<file path="config.mk">
export PLATFORM = sky130hd
export DESIGN_NAME = trapc_top
export DESIGN_NICKNAME = d
export VERILOG_FILES = /design/src/rtl/trapc_pkg.sv /design/src/rtl/trapc_misalign.sv /design/src/rtl/trapc_select.sv /design/src/rtl/trapc_state.sv /design/src/rtl/trapc_top.sv
export SDC_FILE = /design/constraint.sdc
export NUM_CORES = 1
export LEC_CHECK = 0
export ABC_AREA = 1
export BUFFER_PORTS_ARGS = -buffer_cell sky130_fd_sc_hd__buf_2
export CAP_MARGIN = 20
export CORE_UTILIZATION = 35
export DETAILED_ROUTE_END_ITERATION = 10
export GPL_TIMING_DRIVEN = 0
export PLACE_DENSITY_LB_ADDON = 0.08
export SYNTH_ARGS = -nofsm -noshare
export SYNTH_HDL_FRONTEND = slang
export SYNTH_HIERARCHICAL = 1
export SYNTH_SLANG_ARGS = --single-unit
</file>
<file path="constraint.sdc">
create_clock -name clk -period 3.55 [get_ports clk]
set_input_delay 0.5325 -clock clk [delete_from_list [all_inputs] [get_ports clk]]
set_output_delay 0.5325 -clock clk [all_outputs]
set_load 0.01 [all_outputs]
</file>
<file path="src/rtl/trapc_pkg.sv">
// Shared definitions of the trap controller: privilege encoding, event
// kinds and cause codes. Assumes a 4-bit cause field.
package trapc_pkg;

    localparam int CAUSE_W = 4;

    typedef enum logic [1:0] {
        PRIV_USER = 2'b00,
        PRIV_MACH = 2'b11
    } priv_e;

    typedef enum logic [1:0] {
        EV_NONE = 2'd0,
        EV_TRAP = 2'd1,
        EV_MRET = 2'd2,
        EV_ERR  = 2'd3
    } ev_e;

    localparam logic [CAUSE_W-1:0] CS_FETCH_MIS = 4'd0;
    localparam logic [CAUSE_W-1:0] CS_FETCH_ACC = 4'd1;
    localparam logic [CAUSE_W-1:0] CS_ILLEGAL   = 4'd2;
    localparam logic [CAUSE_W-1:0] CS_LOAD_MIS  = 4'd4;
    localparam logic [CAUSE_W-1:0] CS_LOAD_ACC  = 4'd5;
    localparam logic [CAUSE_W-1:0] CS_STORE_MIS = 4'd6;
    localparam logic [CAUSE_W-1:0] CS_STORE_ACC = 4'd7;
    localparam logic [CAUSE_W-1:0] CS_CALL_USER = 4'd8;
    localparam logic [CAUSE_W-1:0] CS_CALL_MACH = 4'd11;
    localparam logic [CAUSE_W-1:0] CS_FETCH_PF  = 4'd12;
    localparam logic [CAUSE_W-1:0] CS_LOAD_PF   = 4'd13;
    localparam logic [CAUSE_W-1:0] CS_STORE_PF  = 4'd15;

    // True for the causes that an exception request may raise; each of
    // them carries a trap value.
    function automatic logic cause_takes_tval(input logic [CAUSE_W-1:0] c);
        case (c)
            CS_FETCH_MIS, CS_FETCH_ACC, CS_ILLEGAL,
            CS_LOAD_MIS,  CS_LOAD_ACC,  CS_STORE_MIS, CS_STORE_ACC,
            CS_FETCH_PF,  CS_LOAD_PF,   CS_STORE_PF:  return 1'b1;
            default:                                   return 1'b0;
        endcase
    endfunction

endpackage

</file>
<file path="src/rtl/trapc_misalign.sv">
// Alignment checker: flags a memory access whose address is not a
// multiple of its width (2**mem_size bytes) and names the matching cause.
// Assumes mem_size never exceeds 2**SIZE_W - 1.
module trapc_misalign
    import trapc_pkg::*;
#(
    parameter int XLEN   = 64,
    parameter int SIZE_W = 2
) (
    input  logic                mem_req,
    input  logic                mem_store,
    input  logic [SIZE_W-1:0]   mem_size,
    input  logic [XLEN-1:0]     mem_addr,
    output logic                mis_hit,
    output logic [CAUSE_W-1:0]  mis_cause
);
    localparam int OFS_W = (2 ** SIZE_W) - 1;

    logic [OFS_W-1:0] ofs_mask;

    // One mask bit per low address bit that must be zero for this width.
    for (genvar gi = 0; gi < OFS_W; gi++) begin : g_mask
        assign ofs_mask[gi] = (int'(mem_size) > gi);
    end

    // Misaligned when any masked low address bit is set.
    always_comb begin
        mis_hit   = mem_req && ((mem_addr[OFS_W-1:0] & ofs_mask) != '0);
        mis_cause = mem_store ? CS_STORE_MIS : CS_LOAD_MIS;
    end

endmodule

</file>
<file path="src/rtl/trapc_select.sv">
// Event selector: picks one control transfer per cycle in the fixed order
// exception request, misaligned access, environment call, machine return,
// and classifies rejected exception requests as internal errors.
// Purely combinational.
module trapc_select
    import trapc_pkg::*;
#(
    parameter int XLEN = 64
) (
    input  priv_e               priv_q,
    input  logic                exc_req,
    input  logic [CAUSE_W-1:0]  exc_cause,
    input  logic                exc_tval_vld,
    input  logic [XLEN-1:0]     exc_tval,
    input  logic                mis_hit,
    input  logic [CAUSE_W-1:0]  mis_cause,
    input  logic [XLEN-1:0]     mem_addr,
    input  logic                ecall_req,
    input  logic                mret_req,
    output ev_e                 ev_kind,
    output logic [CAUSE_W-1:0]  ev_cause,
    output logic [XLEN-1:0]     ev_tval,
    output logic                ev_tval_we
);
    // Priority chain that resolves the cycle's single event.
    always_comb begin
        ev_kind    = EV_NONE;
        ev_cause   = '0;
        ev_tval    = '0;
        ev_tval_we = 1'b0;
        if (exc_req) begin
            if (cause_takes_tval(exc_cause) && exc_tval_vld) begin
                ev_kind    = EV_TRAP;
                ev_cause   = exc_cause;
                ev_tval    = exc_tval;
                ev_tval_we = 1'b1;
            end else begin
                ev_kind = EV_ERR;
            end
        end else if (mis_hit) begin
            ev_kind    = EV_TRAP;
            ev_cause   = mis_cause;
            ev_tval    = mem_addr;
            ev_tval_we = 1'b1;
        end else if (ecall_req) begin
            ev_kind  = EV_TRAP;
            ev_cause = (priv_q == PRIV_USER) ? CS_CALL_USER : CS_CALL_MACH;
        end else if (mret_req) begin
            ev_kind = EV_MRET;
        end
    end

endmodule

</file>
<file path="src/rtl/trapc_state.sv">
// Privilege and trap state: current privilege, enable / saved enable,
// saved privilege, exception PC, cause and trap value. Applies the event
// chosen by the selector on each edge. Assumes saved privilege is only
// written from the current privilege.
module trapc_state
    import trapc_pkg::*;
#(
    parameter int XLEN = 64
) (
    input  logic                clk,
    input  logic                rst_n,
    input  ev_e                 ev_kind,
    input  logic [CAUSE_W-1:0]  ev_cause,
    input  logic [XLEN-1:0]     ev_tval,
    input  logic                ev_tval_we,
    input  logic [XLEN-1:0]     cur_pc,
    output priv_e               priv_q,
    output logic                mie_q,
    output logic                mpie_q,
    output priv_e               mpp_q,
    output logic [XLEN-1:0]     epc_q,
    output logic [CAUSE_W-1:0]  cause_q,
    output logic [XLEN-1:0]     tval_q
);
    // Trap entry stacks the state, return pops it, anything else holds.
    always_ff @(posedge clk) begin
        if (!rst_n) begin
            priv_q  <= PRIV_MACH;
            mie_q   <= 1'b0;
            mpie_q  <= 1'b0;
            mpp_q   <= PRIV_USER;
            epc_q   <= '0;
            cause_q <= '0;
            tval_q  <= '0;
        end else begin
            case (ev_kind)
                EV_TRAP: begin
                    epc_q   <= cur_pc;
                    cause_q <= ev_cause;
                    mpie_q  <= mie_q;
                    mie_q   <= 1'b0;
                    mpp_q   <= priv_q;
                    priv_q  <= PRIV_MACH;
                    if (ev_tval_we) begin
                        tval_q <= ev_tval;
                    end
                end
                EV_MRET: begin
                    mie_q  <= mpie_q;
                    mpie_q <= 1'b1;
                    priv_q <= mpp_q;
                end
                default: begin
                end
            endcase
        end
    end

    AST_TRAP_TO_MACHINE: assert property (@(posedge clk) disable iff (!rst_n)
        ev_kind == EV_TRAP |=> (priv_q == PRIV_MACH) && !mie_q);
    AST_TRAP_STACKS: assert property (@(posedge clk) disable iff (!rst_n)
        ev_kind == EV_TRAP |=> (mpie_q == $past(mie_q)) && (mpp_q == $past(priv_q))
                               && (epc_q == $past(cur_pc)));
    AST_MRET_POPS: assert property (@(posedge clk) disable iff (!rst_n)
        ev_kind == EV_MRET |=> (mie_q == $past(mpie_q)) && mpie_q
                               && (priv_q == $past(mpp_q)));
    AST_ERR_FREEZES: assert property (@(posedge clk) disable iff (!rst_n)
        ev_kind == EV_ERR |=> $stable(epc_q) && $stable(tval_q) && $stable(cause_q)
                              && $stable(priv_q) && $stable(mie_q));
    AST_PRIV_LEGAL: assert property (@(posedge clk) disable iff (!rst_n)
        (priv_q == PRIV_USER) || (priv_q == PRIV_MACH));

endmodule

</file>
<file path="src/rtl/trapc_top.sv">
// Trap and return controller top: checks alignment, selects the cycle's
// event, updates privilege/trap state and forms the next PC. The trap
// vector is fixed by TRAP_VEC. Assumes cur_pc is word aligned.
module trapc_top
    import trapc_pkg::*;
#(
    parameter int              XLEN     = 64,
    parameter int              SIZE_W   = 2,
    parameter int              ILEN_B   = 4,
    parameter logic [XLEN-1:0] TRAP_VEC = 64'h0000_0000_8000_0100
) (
    input  logic                clk,
    input  logic                rst_n,
    input  logic [XLEN-1:0]     cur_pc,
    input  logic                exc_req,
    input  logic [3:0]          exc_cause,
    input  logic                exc_tval_vld,
    input  logic [XLEN-1:0]     exc_tval,
    input  logic                mem_req,
    input  logic                mem_store,
    input  logic [SIZE_W-1:0]   mem_size,
    input  logic [XLEN-1:0]     mem_addr,
    input  logic                ecall_req,
    input  logic                mret_req,
    output logic [XLEN-1:0]     next_pc,
    output logic                redirect,
    output logic                int_err,
    output logic [1:0]          priv,
    output logic                mie,
    output logic                mpie,
    output logic [1:0]          mpp,
    output logic [XLEN-1:0]     epc,
    output logic [3:0]          cause,
    output logic [XLEN-1:0]     tval
);
    localparam logic [XLEN-1:0] PC_STEP = XLEN'(ILEN_B);

    logic                mis_hit;
    logic [CAUSE_W-1:0]  mis_cause;
    ev_e                 ev_kind;
    logic [CAUSE_W-1:0]  ev_cause;
    logic [XLEN-1:0]     ev_tval;
    logic                ev_tval_we;
    priv_e               priv_q;
    priv_e               mpp_q;

    trapc_misalign #(.XLEN(XLEN), .SIZE_W(SIZE_W)) u_mis (
        .mem_req   (mem_req),
        .mem_store (mem_store),
        .mem_size  (mem_size),
        .mem_addr  (mem_addr),
        .mis_hit   (mis_hit),
        .mis_cause (mis_cause)
    );

    trapc_select #(.XLEN(XLEN)) u_sel (
        .priv_q       (priv_q),
        .exc_req      (exc_req),
        .exc_cause    (exc_cause),
        .exc_tval_vld (exc_tval_vld),
        .exc_tval     (exc_tval),
        .mis_hit      (mis_hit),
        .mis_cause    (mis_cause),
        .mem_addr     (mem_addr),
        .ecall_req    (ecall_req),
        .mret_req     (mret_req),
        .ev_kind      (ev_kind),
        .ev_cause     (ev_cause),
        .ev_tval      (ev_tval),
        .ev_tval_we   (ev_tval_we)
    );

    trapc_state #(.XLEN(XLEN)) u_st (
        .clk        (clk),
        .rst_n      (rst_n),
        .ev_kind    (ev_kind),
        .ev_cause   (ev_cause),
        .ev_tval    (ev_tval),
        .ev_tval_we (ev_tval_we),
        .cur_pc     (cur_pc),
        .priv_q     (priv_q),
        .mie_q      (mie),
        .mpie_q     (mpie),
        .mpp_q      (mpp_q),
        .epc_q      (epc),
        .cause_q    (cause),
        .tval_q     (tval)
    );

    assign priv = priv_q;
    assign mpp  = mpp_q;

    // Next-PC selection from the resolved event.
    always_comb begin
        redirect = 1'b0;
        int_err  = 1'b0;
        case (ev_kind)
            EV_TRAP: begin
                next_pc  = TRAP_VEC;
                redirect = 1'b1;
            end
            EV_MRET: begin
                next_pc  = epc;
                redirect = 1'b1;
            end
            EV_ERR: begin
                next_pc = cur_pc;
                int_err = 1'b1;
            end
            default: next_pc = cur_pc + PC_STEP;
        endcase
    end

    AST_BYTE_ALIGNED: assert property (@(posedge clk) disable iff (!rst_n)
        (mem_req && !exc_req && mem_size == '0 && ecall_req)
            |-> (cause_takes_tval(ev_cause) == 1'b0) && redirect);
    AST_ECALL_CAUSE: assert property (@(posedge clk) disable iff (!rst_n)
        (ecall_req && !exc_req && !mem_req)
            |=> (cause == ($past(priv) == 2'b00 ? 4'd8 : 4'd11)) && (priv == 2'b11));
    AST_EXC_FIRST: assert property (@(posedge clk) disable iff (!rst_n)
        exc_req |-> (redirect || int_err) && !(redirect && int_err));
    AST_TVAL_LOAD: assert property (@(posedge clk) disable iff (!rst_n)
        (exc_req && exc_tval_vld && cause_takes_tval(exc_cause))
            |=> tval == $past(exc_tval));

endmodule

</file>
**After elaboration in Yosys (flattened, before gate mapping)**

Memories as Yosys holds them, arrays and structs flattened.
Cells that the tools add are included.

- Add/subtract/negate cells: 1
- $mul: 0
- Div/mod/pow operators: 0
- $lt $le $gt $ge: 3
- Eq/ne operators: 3
- Shift operators: 0
- Multiplexer cells: 24
- Bitwise logic cells: 1
- Reductions and logical operators: 7

Operator list:

| kind | count |
|---|---|
| 64-bit two-way mux | 3 |
| 64-bit one-hot mux with 3 select lines | 1 |
| 64-bit by 3-bit adder with 64-bit output, second input constant | 1 |
| 4-bit two-way mux | 4 |
| 2-bit two-way mux | 7 |
| 1-bit two-way mux | 6 |
| 2-bit == test, second input constant | 2 |
| 2-bit by 1-bit > comparator with 1-bit output, second input constant | 2 |
| 1-bit one-hot mux with 2 select lines | 2 |
| 2-bit one-hot mux with 2 select lines | 1 |
| 3-bit bitwise AND | 1 |
| 3-bit nonzero test | 1 |
| 2-bit by 1-bit == test with 1-bit output, second input constant | 1 |
| 2-bit > comparator, second input constant | 1 |
| 1-bit logical AND | 2 |
| 2-bit logical NOT | 1 |
| 2-bit AND reduction | 1 |
| 2-bit nonzero test | 1 |
| 2-bit OR reduction | 1 |

- Register bits after elaboration: 138
- Bits in latches: 0
- Memory bits (writable): 0
- ROM bits: 16
- Bits of input ports: 206
- Output and inout port bits: 204
- Word-level logic and storage cells: 47
- Memories kept: 1

Memory list:

| name | depth | bits a word | read ports | clocked after Yosys merged registers in | wr ports | RTL line | text |
|---|---|---|---|---|---|---|---|
| (name not given) | 16 | 1 | 1 | 0 | 0 | trapc_pkg.sv:35 | `case (c)` |

**Longest topological paths before layout**

- Depth after elaboration: 9
- Mapped depth: 17
- Mapped depth without buffers: 13

**Hierarchy**

The synthesis kept the hierarchy.

Modules (own cells, without submodules):

| module | instances | cells an instance | area each (sq um) | seq. area each (sq um) |
|---|---|---|---|---|
| trapc_state | 1 | 738 | 5237.5 | 2762.6 |
| trapc_top | 1 | 665 | 3086.7 | 0.0 |
| trapc_select | 1 | 258 | 1233.7 | 0.0 |
| trapc_misalign | 1 | 15 | 71.3 | 0.0 |

**Least setup slack after synthesis**

Ideal clock, no wire load.

- Kind: input port to output port
- Start point: in exc_req
- End point: out next_pc[10]
- Data arrival time: 2408 ps
- Path slack: 609 ps
- Cell stages on the path: 12
- Path buffers: 5
- Path through: buf_6 buf_2 buf_2 nand2_1 nand2_1 ha_1 buf_2 inv_1 nor2_2 clkbuf_1 a22oi_1 o21ai_1

- Cells in the longest elaborated chain, start to end: 3

RTL lines:

| element | RTL line | text |
|---|---|---|
| start: declaration | trapc_top.sv:15 | `input logic exc_req,` |
| 2-bit two-way mux * | trapc_select.sv:31 | `if (exc_req) begin` |
| via ev_kind[1] | trapc_top.sv:40 | `ev_e ev_kind;` |
| 2-bit == test or 2-bit by 1-bit == test with 1-bit output (tied branches) | trapc_top.sv:97 | `case (ev_kind)` |
| 64-bit one-hot mux with 3 select lines * | trapc_top.sv:97 |  |
| end: declaration | trapc_top.sv:25 | `output logic [XLEN-1:0] next_pc,` |

Mark *: on every way through the listed nets, which the timed path passes. The rest lies on a longest branch.

**Worst setup path after layout**

- Start point: in exc_cause[0]
- End point: out next_pc[48]

- Cells in the longest elaborated chain, start to end: 7

RTL lines:

| element | RTL line | text |
|---|---|---|
| start: declaration | trapc_top.sv:16 | `input logic [3:0] exc_cause,` |
| memory 16 x 1 bit * | n/a |  |
| 1-bit two-way mux * | trapc_select.sv:31 |  |
| 1-bit logical AND * | trapc_select.sv:32 | `if (cause_takes_tval(exc_cause) && exc_tval_vld) begin` |
| 2-bit two-way mux * | trapc_select.sv:32 |  |
| 2-bit two-way mux * | trapc_select.sv:31 |  |
| via ev_kind[1] | trapc_top.sv:40 |  |
| 2-bit == test or 2-bit by 1-bit == test with 1-bit output (tied branches) | trapc_top.sv:97 |  |
| 64-bit one-hot mux with 3 select lines * | trapc_top.sv:97 |  |

Mark *: on every way through the listed nets, which the timed path passes. The rest lies on a longest branch. The select of a mux whose other input is x is not followed.

==> metrics.txt <==
status complete, no violations; Worst R2R Start u_st/priv_q[0]; setup TNS 0 ns; Worst-Margin Slew ~0.63 ns; RePlAce Congestion around 1; gr busiest metal met2; fmax between 0.2 and 0.3 GHz; synth warn 6; Setup Viol. Count Final 0; CP bufs+invs 7; Worst path top cell family by delay buffers and inverters; MaxCap Viol Count 0; routed vias between 10000 and 15000; wire per inst approximately 18 µm; clk slew on worst S/H paths 0.06 ns; I/O pin total just over 400; grt met3 use under 10%; area grow syn2layout 32.9%; vias per cell 5.01; crit-path cells buf_2 -> inv_1 -> nand2_1 -> nand2_1 -> nand2_2 -> buf_6 -> nand2_1 -> nand2_1 -> nand2_2 -> ha_1 -> buf_2 -> inv_1 -> nor2_4 -> buf_4 -> a22oi_1 -> o21ai_1 -> buf_2; initial antenna violation count 3; Hold Startpoint cur_pc[0]; vias in the first global route around 12000; grt ovf 0; clock sinks 138; all-layer global routing usage 30.5%; Hold Path Class input port to flip-flop; Initial Utilization around 36%; CTS buffer count 17; drt pass-1 iters 5; die width around 170 µm; crit path DAT between 2 and 3 ns; post-synthesis instance area just under 0.01 mm²; clock skew 0.00693 ns; M1 GR Usage a little over a third; largest net degree at the start of global routing 17; global-route wire length before repair 66.0 mm; Critical Setup Path Class input port to output pin; slowest CP cell buf_4; CORE AREA around 0.027 mm²; port bufs 405; Syn Area/Cell 5.75 µm²; Clock Latency Late Sink 0.43 ns; Mapped Cells 1676; routed wire length 43.6 mm; Final Hold Fails 0; # nets final between 2000 and 2500; post-synthesis sequential area ratio between 20% and 30%; fin crit share between 90% and 100%; Max IR drop VDD roughly 0.00025 V; Final Total Pwr between 0.005 and 0.006 W; CTS tree done; crit end category output pin; DRC errors left 0; 1st-iter DRT viols between 800 and 900; placed wire-length estimate approximately 34 mm; leakage 7.04 nW; share of layout cells above drive strength 1 26.3%; Crit. Startpoint exc_cause[0]; Die ar. 0.0282 mm²; unrepaired setup endpoints after global routing true; Synth cell types 34; #FFs+latches synth between 100 and 150; Worst Path Max Fanout 10; final worst path period need 3.42 ns; power per cell area 397 mW/mm²; H-tree levels 4; slowest stage delay, CP roughly 0.29 ns; FP Rows 60; most frequent CP cell nand2_1; crit path launch type input port; Root Driver clkbuf_16; Pins Over Slew Limit 0; Worst Path Required roughly 3.0 ns; ANT nets after route 0; met2 Use GR a little over half; height of the die 168 µm; Slew HR between 50% and 60%; number of buffers between clock root and the deepest sink 2; Filler cells ~2900
-- cells in the final DEF, fill, tap and decap left out, types with 23 or more instances in the layout --
master	instances
nand4_1	75
nor2_1	383
o21ai_1	24
nand3_1	54
clkbuf_1	23
nand2_1	552
a22oi_1	36
inv_1	129
o21ai_0	85
buf_2	433
dfxtp_1	138
-- cell families after synthesis --
family,count (synthesis),synth area share [%]
flops,138,28.7
buf+inv,236,11.3
xor+xnor,11,1.00
simple gates,1100,47.0
compound gates,182,11.0
other cells,2,0.0780
fa+ha+maj,7,0.910
-- report_power, final --
part	switching (W)	total (W)	internal, W	leakage [nW]
Sequential	0.0000940	0.00178	0.00169	1.14
Clock	0.000829	0.00195	0.00112	0.290
Combinational	0.000852	0.00135	0.000497	5.62
Total	0.00178	0.00509	0.00331	7.04
-- what timing repair did --
action | in CTS | in global routing
endpoints found under the setup margin | 62 | 59
hold buffers | 0 | 0
pin swaps | 1 | 0
gates resized for setup | 28 | 14
cloned | 0 | 0
buffers inserted | 3 | 0
-- stage by stage --
step	setup WS [ns]	utilization (%)	cell area, µm²	hold slack, ns	instances
floorplan	0.609	-	9630	0.530	1677
global placement	-0.601	44.8	12100	0.476	2423
finish	0.129	47.5	12800	0.350	2459
CTS	0.0130	47.4	12800	0.335	2457
global route	-0.0151	47.5	12800	0.353	2458
detailed placement	-0.563	44.8	12100	0.491	2423
-- worst paths after layout --
kind                                   endpoint  slack (ns)  depth (start not counted)
worst min register to register  u_st/cause_q[1]        0.50                          2
worst min-delay path              u_st/epc_q[0]        0.35                          3
worst max register to register  u_st/cause_q[1]        2.51                          6
worst max-delay path                next_pc[48]        0.13                         17
-- registers in the layout, summed over array words and instances, names as in the netlist --
name          cells
u_st/epc_q       64
u_st/tval_q      64
u_st/cause_q      4
u_st/mpp_q        2
u_st/priv_q       2
u_st/mie_q        1
u_st/mpie_q       1
-- final cells by class --
cell class	instances	area [µm²]	area share, %
Clock buffer	17	425	3.32
Clock inverter	14	185	1.45
Inverter	139	524	4.10
Timing Repair Buffer	408	2050	16.0
Sequential cell	138	2760	21.6
Buffer	97	622	4.86
Tap cell	341	427	3.33
Antenna cell	2	5.00	0.0391
Multi-Input combinational cell	1303	5800	45.3
-- cells in the mapped netlist, drive strengths merged --
cell type / count / area share (%)
nor2: 400 / 16
or2: 1 / 0.065
a32oi: 2 / 0.18
o21bai: 13 / 1.0
o21ai: 109 / 5.7
conb: 2 / 0.078
a22o: 1 / 0.091
ha: 7 / 0.91
xor2: 6 / 0.55
inv: 139 / 5.4
nand3: 55 / 2.9
dfxtp: 138 / 29
clkbuf: 38 / 1.5
xnor2: 5 / 0.45
buf: 59 / 4.4
a21oi: 16 / 0.83
o211ai: 4 / 0.31
nand3b: 1 / 0.078
nand4: 75 / 4.9
a22oi: 36 / 2.8
a221oi: 1 / 0.091
nand2: 568 / 23
-- worst register-to-register path: cells and delay by family (launching register included) --
kind,cells,cell delay (ns)
AOI/OAI and AO/OA,1,0.23
DFF,1,0.35
and+or+nand+nor,5,0.35
-- per-layer routing --
metal  vias to the layer above  part of all wire (%)
met4                         2                   3.7
met5                         -                 0.023
met1                      5562                    40
li1                       6150                     -
met3                        82                   6.9
met2                       524                    49
Note: power is estimated with default switching activity, not from simulation.
